**src/rtl/mdm_pkg.sv**
```systemverilog
package mdm_pkg;
  localparam int CTRL_W  = 5;
  localparam int LINES_W = 4;
  localparam int REG_W   = 8;
  // control bit positions
  localparam int C_DTR  = 0;
  localparam int C_RTS  = 1;
  localparam int C_OUT1 = 2;
  localparam int C_OUT2 = 3;
  localparam int C_LOOP = 4;
  // line nibble positions (status bits 7:4 / 3:0)
  localparam int L_CTS = 0;
  localparam int L_DSR = 1;
  localparam int L_RI  = 2;
  localparam int L_DCD = 3;
  localparam logic [CTRL_W-1:0]  CTRL_RST  = 5'b01000;
  localparam logic [LINES_W-1:0] LINES_RST = 4'b1011;
  typedef enum logic { SEL_CTRL = 1'b0, SEL_STAT = 1'b1 } reg_sel_e;
endpackage

```
**src/rtl/mdm_sync.sv**
```systemverilog
module mdm_sync #(
  parameter int W = 4,
  parameter int STAGES = 2,
  parameter logic [W-1:0] RST_VAL = '0
) (
  input  logic         clk,
  input  logic         rst_n,
  input  logic [W-1:0] d,
  output logic [W-1:0] q
);
  logic [W-1:0] stg [STAGES];

  generate
    for (genvar i = 0; i < STAGES; i++) begin : g_stage
      always_ff @(posedge clk or negedge rst_n) begin
        if (!rst_n) stg[i] <= RST_VAL;
        else if (i == 0) stg[i] <= d;
        else stg[i] <= stg[(i == 0) ? 0 : i-1];
      end
    end
  endgenerate

  assign q = stg[STAGES-1];
endmodule

```
**src/rtl/mdm_ctrl.sv**
```systemverilog
module mdm_ctrl
  import mdm_pkg::*;
(
  input  logic              clk,
  input  logic              rst_n,
  input  logic              wr_en,
  input  logic [REG_W-1:0]  wdata,
  output logic [CTRL_W-1:0] ctrl_q,
  output logic              pin_rts,
  output logic              pin_dtr,
  output logic              pin_out1,
  output logic              pin_out2
);
  logic wdata_unused;
  assign wdata_unused = ^wdata[REG_W-1:CTRL_W];

  always_ff @(posedge clk or negedge rst_n) begin
    if (!rst_n) ctrl_q <= CTRL_RST;
    else if (wr_en) ctrl_q <= wdata[CTRL_W-1:0];
  end

  // outputs are parked low while looped back
  logic drive;
  assign drive    = ~ctrl_q[C_LOOP];
  assign pin_rts  = drive & ctrl_q[C_RTS];
  assign pin_dtr  = drive & ctrl_q[C_DTR];
  assign pin_out1 = drive & ctrl_q[C_OUT1];
  assign pin_out2 = drive & ctrl_q[C_OUT2];
endmodule

```
**src/rtl/mdm_status.sv**
```systemverilog
module mdm_status
  import mdm_pkg::*;
(
  input  logic               clk,
  input  logic               rst_n,
  input  logic [LINES_W-1:0] ext_lines,
  input  logic [CTRL_W-1:0]  ctrl,
  input  logic               rd_clr,
  output logic [LINES_W-1:0] lines_q,
  output logic [LINES_W-1:0] delta_q,
  output logic [LINES_W-1:0] evt
);
  logic [LINES_W-1:0] loop_lines, src;

  always_comb begin
    loop_lines        = '0;
    loop_lines[L_DCD] = ctrl[C_OUT2];
    loop_lines[L_RI]  = ctrl[C_OUT1];
    loop_lines[L_DSR] = ctrl[C_DTR];
    loop_lines[L_CTS] = ctrl[C_RTS];
  end

  assign src = ctrl[C_LOOP] ? loop_lines : ext_lines;

  generate
    for (genvar b = 0; b < LINES_W; b++) begin : g_evt
      if (b == L_RI) begin : g_trail
        assign evt[b] = lines_q[b] & ~src[b];
      end else begin : g_any
        assign evt[b] = lines_q[b] ^ src[b];
      end
    end
  endgenerate

  always_ff @(posedge clk or negedge rst_n) begin
    if (!rst_n) begin
      lines_q <= LINES_RST;
      delta_q <= '0;
    end else begin
      lines_q <= src;
      delta_q <= (rd_clr ? '0 : delta_q) | evt;
    end
  end
endmodule

```
**src/rtl/mdm_modem_ctl.sv**
```systemverilog
module mdm_modem_ctl
  import mdm_pkg::*;
#(
  parameter int SYNC_STAGES = 2
) (
  input  logic       clk,
  input  logic       rst_n,
  input  logic       reg_wr,
  input  logic       reg_rd,
  input  logic       reg_sel,
  input  logic [7:0] reg_wdata,
  output logic [7:0] reg_rdata,
  input  logic       line_cts,
  input  logic       line_dsr,
  input  logic       line_dcd,
  input  logic       line_ri,
  output logic       pin_rts,
  output logic       pin_dtr,
  output logic       pin_out1,
  output logic       pin_out2,
  output logic       msi_req
);
  logic [CTRL_W-1:0]  ctrl_q;
  logic [LINES_W-1:0] raw_lines, ext_lines, lines_q, delta_q, evt;
  logic               rd_stat;

  assign raw_lines = {line_dcd, line_ri, line_dsr, line_cts};
  assign rd_stat   = reg_rd & (reg_sel == SEL_STAT);

  mdm_sync #(.W(LINES_W), .STAGES(SYNC_STAGES), .RST_VAL(LINES_RST)) u_sync (
    .clk(clk), .rst_n(rst_n), .d(raw_lines), .q(ext_lines)
  );

  mdm_ctrl u_ctrl (
    .clk(clk), .rst_n(rst_n), .wr_en(reg_wr & (reg_sel == SEL_CTRL)),
    .wdata(reg_wdata), .ctrl_q(ctrl_q),
    .pin_rts(pin_rts), .pin_dtr(pin_dtr), .pin_out1(pin_out1), .pin_out2(pin_out2)
  );

  mdm_status u_stat (
    .clk(clk), .rst_n(rst_n), .ext_lines(ext_lines), .ctrl(ctrl_q),
    .rd_clr(rd_stat), .lines_q(lines_q), .delta_q(delta_q), .evt(evt)
  );

  assign reg_rdata = (reg_sel == SEL_STAT) ? {lines_q, delta_q}
                                           : {{(REG_W-CTRL_W){1'b0}}, ctrl_q};
  assign msi_req   = |delta_q;
endmodule

```
**config.mk**
```make
export PLATFORM = sky130hd
export DESIGN_NAME = mdm_modem_ctl
export DESIGN_NICKNAME = d
export VERILOG_FILES = /design/src/rtl/mdm_pkg.sv /design/src/rtl/mdm_sync.sv /design/src/rtl/mdm_ctrl.sv /design/src/rtl/mdm_status.sv /design/src/rtl/mdm_modem_ctl.sv
export SDC_FILE = /design/constraint.sdc
export NUM_CORES = 1
export LEC_CHECK = 0
export BUFFER_PORTS_ARGS = -buffer_cell sky130_fd_sc_hd__buf_2
export CORE_MARGIN = 4
export CORE_UTILIZATION = 35
export CTS_CLUSTER_SIZE = 24
export DETAILED_ROUTE_END_ITERATION = 10
export SYNTH_ARGS = -nofsm -noshare
export SYNTH_HDL_FRONTEND = slang
export SYNTH_HIERARCHICAL = 1
export SYNTH_SLANG_ARGS = --single-unit
```
**constraint.sdc**
```tcl
create_clock -name clk -period 1.4 [get_ports clk]
set_clock_uncertainty 0.1 [all_clocks]
set_input_delay 0.28 -clock clk [delete_from_list [all_inputs] [get_ports clk]]
set_output_delay 0.28 -clock clk [all_outputs]
set_load 0.1 [all_outputs]
```
-- After elaboration in Yosys (flattened, before gate mapping)
Index checks and enable logic that the tools add are counted.
- output and inout port bits: 13
- word-level logic and storage cells: 23
- flip-flop bits (word level): 21
- bitwise gates (word level): 14
- mux-type cells: 3
- reduce and logical (&&, ||, !) cells: 1
- operator list (operator ; count):
    2-to-1 mux 4 bit ; 2
    2-to-1 mux 8 bit ; 1
    bitwise AND 1 bit ; 7
    OR 4 bit ; 1
    OR reduction 4 bit ; 1
    NOT 1 bit ; 3
    bitwise XOR 1 bit ; 3

-- Logic depth before layout (Yosys ltp)
- word-level depth: 4
- depth in mapped cells: 4

-- Modules after synthesis
Netlist, hierarchy kept.
- by module, submodules not included (module ; area an instance (um^2) ; sequential area each (um^2) ; cells each ; instances):
    mdm_status ; 347.8 ; 203.9 ; 26 ; 1
    mdm_sync ; 237.7 ; 207.7 ; 12 ; 1
    mdm_ctrl ; 207.7 ; 126.4 ; 14 ; 1
    mdm_modem_ctl ; 100.1 ; 0.0 ; 12 ; 1

-- Worst setup path before layout
Ideal clock, no wire load.
- path type: register -> output
- start: register u_ctrl.ctrl_q[3]
- end: output pin_out2
- setup slack: -0.869 ns
- arrival time: 1.889 ns
- required time: 1.020 ns
- buffers on the path: 0
- stages on the path, launching flop included: 2
- path through: dfstp_2 -> nor2b_1
- longest elaborated chain between the ends: 1
- RTL lines (element ; RTL line ; text):
    from (decl) ; mdm_ctrl.sv:8 ; output logic [CTRL_W-1:0] ctrl_q,
    from (signal assigned) ; mdm_ctrl.sv:19 ; else if (wr_en) ctrl_q <= wdata[CTRL_W-1:0];
    bitwise AND 1 bit ; mdm_ctrl.sv:28 ; assign pin_out2 = drive & ctrl_q[C_OUT2];
    to (decl) ; mdm_modem_ctl.sv:20 ; output logic pin_out2,
No other way between the ends.

-- Final worst setup path
- start: register u_stat.delta_q[0]
- end: output msi_req
- longest elaborated chain between the ends: 1
- RTL lines (element ; RTL line ; text):
    from (decl) ; mdm_status.sv:10 ; output logic [LINES_W-1:0] delta_q,
    from (signal assigned) ; mdm_status.sv:41 ; delta_q <= (rd_clr ? '0 : delta_q) | evt;
    OR reduction 4 bit ; mdm_modem_ctl.sv:47 ; assign msi_req = |delta_q;
    to (decl) ; mdm_modem_ctl.sv:21 ; output logic msi_req
No other way between the ends.

==> impl_metrics.env <==
export IMPL_powerDensity_nw_per_um2=1490
export IMPL_syn2layout_area_growth_pct=70.4
export IMPL_final_area_sq_um=1520
export IMPL_violations="setup timing"
export IMPL_start_kind="flip-flop"
export IMPL_status="finished with violations"
export IMPL_crit_start="u_stat/delta_q[0]"
export IMPL_crit_arrival_ps=1440
export IMPL_synth_cells=64
export IMPL_wl_per_cell_um=13.5
export IMPL_required_ps=1020
export IMPL_final_layout_size_suffix_gt1_share_pct=67.9
export IMPL_ir_drop_uv=950
export IMPL_worstHoldPathType="in2reg"
export IMPL_drc=0
export IMPL_globalRoute_busiestLayer="met2"
export IMPL_grtUsageMet3_pct=2.41
export IMPL_power_leakage_nw=0.719
export IMPL_chipWidth_um=58.5
export IMPL_path_clk_slew_ps=110
export IMPL_r2r_start="u_ctrl/ctrl_q[4]"
export IMPL_start_util_pct=36.4
export IMPL_end_kind="primary output"
export IMPL_worst_pin_slew_ps=460
export IMPL_grt_first_pass_wirelength_um=3440
export IMPL_setup_worst_path_class="reg2out"
export IMPL_gp_congestion=0.667
export IMPL_portBuffers=26
export IMPL_final_nets=130
export IMPL_die_h_um=58.5
export IMPL_track_usage_pct=13.9
export IMPL_total_power_mw=2.27
export IMPL_antenna_cells=0
export IMPL_setup_viol=12
export IMPL_crit_fanout=2
export IMPL_slew_violations=0
export IMPL_io_pins=30
export IMPL_slew_headroom_pct=69.3
export IMPL_ys_seq_elements=21
export IMPL_tritoncts="yes"
export IMPL_worstPathCellList="or4_4, buf_12"
export IMPL_setup_ws_ps=-420
export IMPL_ys_warn_count=6
export IMPL_fmax_ghz=0.550
export IMPL_antenna_found_initial=0
export IMPL_dpl_instance_area_sq_um=1260
export IMPL_fin_crit_sh_pct=130
export IMPL_cpPeakStageDelay_ps=550
export IMPL_r2r_end="u_stat/delta_q[1]"
export IMPL_numCtsBuffers=3
export IMPL_maxCapViolations=0
export IMPL_htree_levels=1
export IMPL_netlist_area_sq_um=893
export IMPL_grt_setup_unrepaired="true"
export IMPL_hold_start="reg_wdata[4]"
export IMPL_num_fill_cells=189
export IMPL_tns_ps=-2840
export IMPL_final_common_cell="buf_12"
export IMPL_yosysSeqAreaShare_pct=60.2
export IMPL_clk_path_buf_depth=2
export IMPL_grt_pass1_vias=722
export IMPL_holdPathStages=2
export IMPL_cts_sinks=21
export IMPL_rows=18
export IMPL_routed_wl_um=1920
export IMPL_core_area_sq_um=2450
export IMPL_r2r_cells=5
export IMPL_num_vias=630
export IMPL_period_minus_slack_ps=1820
export IMPL_min_to="u_ctrl/ctrl_q[4]"
export IMPL_ys_types=15
export IMPL_drt_iter0_markers=10
export IMPL_rrSetupSlack_ps=10
export IMPL_syn_avg_cell_area_sq_um=14.0
export IMPL_antenna_left=0
export IMPL_grt_max_degree=22
export IMPL_die_area_sq_um=3420
export IMPL_synth_fp_nets=81
export IMPL_slowest_stage="or4_4"
export IMPL_layout_common_cells="buf_12 (14), buf_2 (13), buf_4 (13)"
export IMPL_dr_pass1_iters=4
export IMPL_post_dp_hpwl_um=1300
export IMPL_vias_per_cell=4.44
export IMPL_insertion_delay_ps=300
export IMPL_final_hold_violation_count=0
export IMPL_use_met2_pct=22.6
export IMPL_cts_root_buf="clkbuf_4"
export IMPL_grtUsageMet1_pct=17.2
export IMPL_grt_overflow=0
-- layer usage --
layer  share of wire (%)  up-vias  wire [um]
met1                  42      306        799
li1                    -      299          -
met4                 2.4        0         46
met2                  51       20        982
met5                   0        -          0
met3                 4.8        5         93
-- worst max-delay path by stage --
stage | slack, ps | endpoint
after detailed placement | -160 | msi_req
after floorplan | -280 | pin_dtr
after global placement | -150 | msi_req
after global routing | -470 | msi_req
after CTS | -420 | msi_req
final | -420 | msi_req
-- cells in the mapped netlist --
cell type	count	area share, %
buf_2	1	0.56
mux2_2	5	6.3
a21o_1	4	3.4
mux2i_1	1	1.1
xnor2_1	3	2.9
mux2i_2	3	4.6
inv_1	5	2.1
and2_1	5	3.5
or4_1	1	0.84
mux2_1	5	6.3
buf_4	4	3.4
dfrtp_1	11	31
nor2b_1	5	3.5
buf_6	1	1.3
dfstp_2	10	29
-- kinds of logic after synthesis --
family | share of synthesized area [%]
compound gates | 3.36
mux | 18.3
buf+inv | 7.28
simple gates | 7.84
xor+xnor | 2.94
flops | 60.2
-- where the power goes --
group | switching [mW] | internal, mW | leakage, nW
Sequential | 0.0526 | 0.711 | 0.227
Clock | 0.179 | 0.107 | 0.0177
Combinational | 0.668 | 0.555 | 0.474
Total | 0.900 | 1.37 | 0.719
-- flip-flops by register name, indices dropped and copies added (netlist names) --
signal / count
u_ctrl/ctrl_q: 5
u_stat/delta_q: 4
u_stat/lines_q: 4
u_sync/q: 4
u_sync/stg: 4
-- timing repair --
action,CTS,global route
hold buffers,5,0
gates resized for setup,36,3
pin swaps,2,2
setup buffers,4,5
endpoints found under the setup margin,13,13
endpoints found under the hold margin,15,0
-- metrics by stage --
| step | setup WS (ps) | hold WS, ps | cells | util [%] |
|---|---|---|---|---|
| after CTS | -423 | 73.4 | 139 | 60.9 |
| after detailed placement | -156 | 155 | 126 | 51.3 |
| after global routing | -472 | 65.3 | 142 | 62.0 |
| final | -420 | 87.3 | 142 | 62.0 |
| after floorplan | -279 | -116 | 64 | - |
| after global placement | -154 | 149 | 126 | 51.3 |
-- layout make-up --
cell class / instances / area (sq um) / share of cell area (%)
Inverter: 5 / 18.8 / 1.23
Clock buffer: 3 / 22.5 / 1.48
Tap cell: 30 / 37.5 / 2.47
Timing Repair Buffer: 50 / 549 / 36.1
Sequential cell: 21 / 539 / 35.4
Clock inverter: 1 / 5.00 / 0.329
Multi-Input combinational cell: 32 / 350 / 23.0
-- critical path, delay by kind of cell (launching register included) --
kind	cells	cell delay, ps
AND/OR/NAND/NOR	1	550
flip-flops	1	400
buffers and inverters	1	180
Power figures use the tool's default switching activity.
